[src/rtl/pwm_reload_pkg.sv]
package pwm_reload_pkg;

  typedef enum logic {
    PH_LOW  = 1'b0,
    PH_HIGH = 1'b1
  } phaseT;

  // strobes from control to datapath
  typedef struct packed {
    logic count;     // advance the counter by one
    logic loadHigh;  // entering high phase: capture duty, load its negation
    logic loadLow;   // entering low phase: load the captured duty
  } pwmCtlT;

endpackage

[src/rtl/pwm_reload_ctrl.sv]
module pwm_reload_ctrl
  import pwm_reload_pkg::*;
(
  input  logic   clk,
  input  logic   rst,
  input  logic   en,
  input  logic   cntAtMax,
  output pwmCtlT ctl,
  output logic   pwmOut,
  output logic   periodStrobe
);

  phaseT phase;
  logic  wrap;

  assign wrap = en && cntAtMax;

  always_comb begin
    ctl.count    = en && !wrap;
    ctl.loadHigh = wrap && (phase == PH_LOW);
    ctl.loadLow  = wrap && (phase == PH_HIGH);
  end

  always_ff @(posedge clk) begin
    if (rst) begin
      phase        <= PH_LOW;
      periodStrobe <= 1'b0;
    end else begin
      periodStrobe <= ctl.loadHigh;
      if (!en)
        phase <= PH_LOW;
      else if (ctl.loadHigh)
        phase <= PH_HIGH;
      else if (ctl.loadLow)
        phase <= PH_LOW;
    end
  end

  assign pwmOut = (phase == PH_HIGH) && en;

endmodule

[src/rtl/pwm_reload_dp.sv]
module pwm_reload_dp
  import pwm_reload_pkg::*;
#(
  parameter int CNT_W      = 16,
  parameter int MIN_DUTY   = 19,
  parameter int TOP_MARGIN = 14
) (
  input  logic             clk,
  input  logic             rst,
  input  pwmCtlT           ctl,
  input  logic [CNT_W-1:0] dutyIn,
  output logic             cntAtMax
);

  localparam logic [CNT_W-1:0] DUTY_LO = CNT_W'(MIN_DUTY);
  localparam logic [CNT_W-1:0] DUTY_HI = CNT_W'((2 ** CNT_W) - TOP_MARGIN);

  logic [CNT_W-1:0] cnt;
  logic [CNT_W-1:0] dutyHeld;
  logic [CNT_W-1:0] dutyEff;

  always_comb begin
    if (dutyIn < DUTY_LO)
      dutyEff = DUTY_LO;
    else if (dutyIn > DUTY_HI)
      dutyEff = DUTY_HI;
    else
      dutyEff = dutyIn;
  end

  always_ff @(posedge clk) begin
    if (rst) begin
      cnt      <= '0;
      dutyHeld <= DUTY_LO;
    end else if (ctl.loadHigh) begin
      dutyHeld <= dutyEff;
      cnt      <= '0 - dutyEff;
    end else if (ctl.loadLow) begin
      cnt      <= dutyHeld;
    end else if (ctl.count) begin
      cnt      <= cnt + 1'b1;
    end
  end

  assign cntAtMax = &cnt;

endmodule

[src/rtl/pwm_reload_gen.sv]
module pwm_reload_gen
  import pwm_reload_pkg::*;
#(
  parameter int CNT_W      = 16,
  parameter int MIN_DUTY   = 19,
  parameter int TOP_MARGIN = 14
) (
  input  logic             clk,
  input  logic             rst,
  input  logic             en,
  input  logic [CNT_W-1:0] dutyIn,
  output logic             pwmOut,
  output logic             periodStrobe
);

  pwmCtlT ctl;
  logic   cntAtMax;

  pwm_reload_ctrl u_ctrl (
    .clk          (clk),
    .rst          (rst),
    .en           (en),
    .cntAtMax     (cntAtMax),
    .ctl          (ctl),
    .pwmOut       (pwmOut),
    .periodStrobe (periodStrobe)
  );

  pwm_reload_dp #(
    .CNT_W      (CNT_W),
    .MIN_DUTY   (MIN_DUTY),
    .TOP_MARGIN (TOP_MARGIN)
  ) u_dp (
    .clk      (clk),
    .rst      (rst),
    .ctl      (ctl),
    .dutyIn   (dutyIn),
    .cntAtMax (cntAtMax)
  );

endmodule

[config.mk]
export PLATFORM = sky130hd
export DESIGN_NAME = pwm_reload_gen
export DESIGN_NICKNAME = d
export VERILOG_FILES = /design/src/rtl/pwm_reload_pkg.sv /design/src/rtl/pwm_reload_ctrl.sv /design/src/rtl/pwm_reload_dp.sv /design/src/rtl/pwm_reload_gen.sv
export SDC_FILE = /design/constraint.sdc
export NUM_CORES = 1
export LEC_CHECK = 0
export ABC_AREA = 0
export ABC_CLOCK_PERIOD_IN_PS = 4100
export BUFFER_PORTS_ARGS = -buffer_cell sky130_fd_sc_hd__buf_4
export CORE_UTILIZATION = 59
export CTS_CLUSTER_SIZE = 8
export DETAILED_ROUTE_END_ITERATION = 10
export HOLD_SLACK_MARGIN = 0.15
export PLACE_DENSITY = 0.84
export RECOVER_POWER = 50
export SYNTH_ARGS = -nofsm -noshare
export SYNTH_HDL_FRONTEND = slang
export SYNTH_SLANG_ARGS = --single-unit
[constraint.sdc]
create_clock -name clk -period 4.1 [get_ports clk]
set_input_delay 0.82 -clock clk [delete_from_list [all_inputs] [get_ports clk]]
set_output_delay 0.82 -clock clk [all_outputs]
set_load 0.1 [all_outputs]
==> results.py <==
metrics = {
    "worst_setup_path": {
        "timing.setup.critical_path_class": "in2reg",
        "critPathBufInv": 2,
        "reg2regPathDepth": 7,
        "cp_slowest_cell": "nor4b_2",
        "worst-endpoint-arrival_ns": 3.77,
        "crit_path_launch_type": "primary input",
        "crit_path_cell_trace": "buf_4 -> nand4_1 -> nor4b_2 -> inv_1 -> a21oi_1 -> ha_1 -> or4b_1 -> o41ai_1 -> o21ai_0 -> o21ai_0 -> a21oi_1 -> nor3_1",
        "path_delay_family": "simple AND/OR/NAND/NOR gates",
        "worst_setup_end_kind": "flop",
        "cp_slowest_stage_delay_ns": 0.57,
        "setup.reg_to_reg.worst_slack_ns": 1.03,
        "critical_path_required_ns": 4.31,
        "cp_num_cells": 12,
        "worstPathMaxFanout": 6,
    },
    "routing": {
        "wirelength_um": 5317,
        "vias_per_cell": 6.173,
        "detail_route.first_pass.iterations": 5,
        "drc": 0,
        "drtIter0Drc": 221,
        "num_vias": 2142,
        "wl_per_cell_um": 15.32,
        "antenna_left": 0,
    },
    "job": {
        "timing.max_cap.violations": 0,
    },
    "logic_synthesis": {
        "yosys_register_bits": 34,
        "synth_top_area_cell": "dfxtp_1",
        "synth.yosys.warnings": 0,
        "async_reset_ff_share_pct": 0,
        "mappedNetlistArea_mm2": 0.002172,
        "avgSynthCellArea_um2": 7.388,
        "postSynthCellCount": 294,
        "post_synth_edffs": 0,
        "share_of_the_synthesized_area_in_the_top_cell_type_pct": 31.34,
        "synth_fp_nets": 315,
        "synth_flop_cell": "dfxtp_1",
        "yosys-top-cells-area": "dfxtp_1 31%, nand2_1 7.4%, a21oi_1 6.2%, nor2_1 5.4%, nand3_1 3.2%",
        "post_synth_num_cell_types": 50,
        "synth_seq_area_share_pct": 31.34,
    },
    "placement": {
        "globalplace.congestion": 0.9889,
        "detailed_place.area_mm2": 0.002295,
        "post-dp-hpwl_um": 3810,
        "number_of_placed_instances_with_taps_included": 340,
        "number_of_i_o_port_buffers": 20,
    },
    "clocking": {
        "clock_transition_time_at_the_flip_flop_clock_pins_of_the_worst_setup_and_hold_paths_ns": 0.07,
        "cts_post_setup_buffers_inserted": 0,
        "cts_resized": 0,
        "tritoncts_num_sinks": 34,
        "numCtsBuffers": 5,
        "cts_max_path_buffers": 2,
        "cts_hold_repair.buffers": 0,
        "cts_tree": "yes",
        "cts.htree.levels": 2,
        "root_buffer": "clkbuf_8",
        "worstSkewPairLatency_ns": 0.29,
    },
    "power_and_ir_drop": {
        "power.static_leakage_uw": 0.0007262,
        "irDropWorstVdd_mv": 0.1532,
        "power_per_cell_area_mw_per_mm2": 276.4,
        "totalPowerFinal_uw": 650.2,
    },
    "min_path": {
        "hold_path.class": "reg2reg",
        "whs_path_depth": 2,
    },
    "global_routing": {
        "antenna_violations_before_repair": 0,
        "grt_pass1_vias": 1944,
        "grt_overflow_total": 0,
        "grt_pass1_wl_um": 9370,
        "grt_start_max_net_pins": 35,
        "track_usage_pct": 30.33,
    },
    "timing": {
        "skew_ns": 0.008056,
        "report.final.hold_viol_count": 0,
        "final.setup.tns_ns": 0,
        "layout_worst_path_cycle_share_pct": 86.80,
        "worst_slew_margin_rel_pct": 5.517,
        "worst_slew_pin_slew_ns": 1.406,
        "grt_setup_unrepaired": "no",
        "final_setup_violation_count": 0,
        "slew_violations": 0,
        "fmax_mhz": 281.0,
        "timing.final.crit_period_ns": 3.559,
    },
    "floorplanning": {
        "core_mm2": 0.003442,
        "ios": 21,
        "fp.dieW_um": 62.68,
        "die_area_mm2": 0.003928,
        "die_h_um": 62.68,
        "row_count": 21,
        "effective_utilization_at_floorplan_pct": 63.10,
    },
    "finish": {
        "flow.area_growth_from_synthesis_pct": 8.295,
        "net_count_of_the_finished_layout": 322,
        "fin_util_pct": 68.34,
        "antenna_cells_inserted": 0,
        "final_cell_area_mm2": 0.002352,
        "n_fill_cell": 312,
        "instances_no_fill": 347,
        "proportion_of_layout_cells_with_a_drive_suffix_above_1_pct": 11.63,
    },
    "run_status": {
        "status": "finished clean",
    },
}
## sequential cells by signal, indices dropped and copies added, names as in the netlist
| signal | cells |
|---|---|
| u_ctrl.phase | 1 |
| u_dp.cnt | 16 |
| u_ctrl.periodStrobe | 1 |
| u_dp.dutyHeld | 16 |
## where the power goes
group          switching, uW  internal, uW
clock network            121           114
registers               8.15           336
logic                   41.2          30.7
## worst min-delay path, delay by kind of cell (launching register included)
family             cells  cell delay (ns)
AOI/OAI and AO/OA      1             0.05
and+or+nand+nor        1             0.05
DFF                    1             0.31
## through the flow
stage | hold slack (ns) | setup WS, ns
final | 0.4484 | 0.5411
after detailed placement | 0.4409 | 0.3515
after global placement | 0.4363 | 0.4008
after floorplan | 0.4266 | 0.8626
after CTS | 0.4501 | 0.6359
after global routing | 0.4669 | 0.3644
## logic make-up after synthesis
| logic type | Yosys count | share of synthesized area [%] |
|---|---|---|
| simple gates | 144 | 33.98 |
| compound gates | 75 | 22.75 |
| flops | 34 | 31.34 |
| buf+inv | 25 | 4.954 |
| xor+xnor | 11 | 4.435 |
| mux | 3 | 1.383 |
| fa+ha+maj | 2 | 1.152 |
## cells in the final DEF, fill, tap and decap left out, types with 6 or more instances in the layout
master   Yosys  final
a21oi_1     27     27
a31oi_1      8      8
buf_4        0     18
dfxtp_1     34     34
nand2_1     43     43
nand3_1     14     14
nand4_1      8      8
nor2_1      31     31
nor3_1       7      9
o21ai_0     13     13
xor2_1       6      6
## synth_stat cells (all sizes together) (6+ instances only)
cell type   n
dfxtp      34
nor3       10
clkbuf     13
xor2        6
buf         8
nand3      14
a31oi       8
a21oi      27
nand2      43
nor2       31
nand4       8
o21ai      14
## routing by layer
metal | GRT usage, % | share of wire [%] | vias to the layer above
met3 | 5.657 | 5.1 | 12
met2 | 46.06 | 45 | 66
li1 | - | - | 1084
met1 | 42.17 | 48 | 980
met5 | 0 | 0 | -
met4 | 12.21 | 2.0 | 0
## path summary, 6_finish.rpt
| kind | start | endpoint |
|---|---|---|
| max | dutyIn[7] | u_dp.cnt[8] |
| min | u_dp.dutyHeld[15] | u_dp.dutyHeld[15] |
| max reg2reg | u_dp.cnt[0] | u_dp.cnt[5] |
| min reg2reg | u_dp.dutyHeld[15] | u_dp.dutyHeld[15] |
## area by class of cell
cell class                 instances  area (um2)  share of cell area, %
clock inverter                     2       10.01                 0.4255
inverter                           4       15.01                 0.6383
multi-input combinational        235        1374                  58.40
sequential                        34       680.7                  28.94
timing repair buffer              21       146.4                  6.223
clock buffer                       5       68.82                  2.926
tap                               46       57.56                  2.447
(Power assumes the default switching activity.)
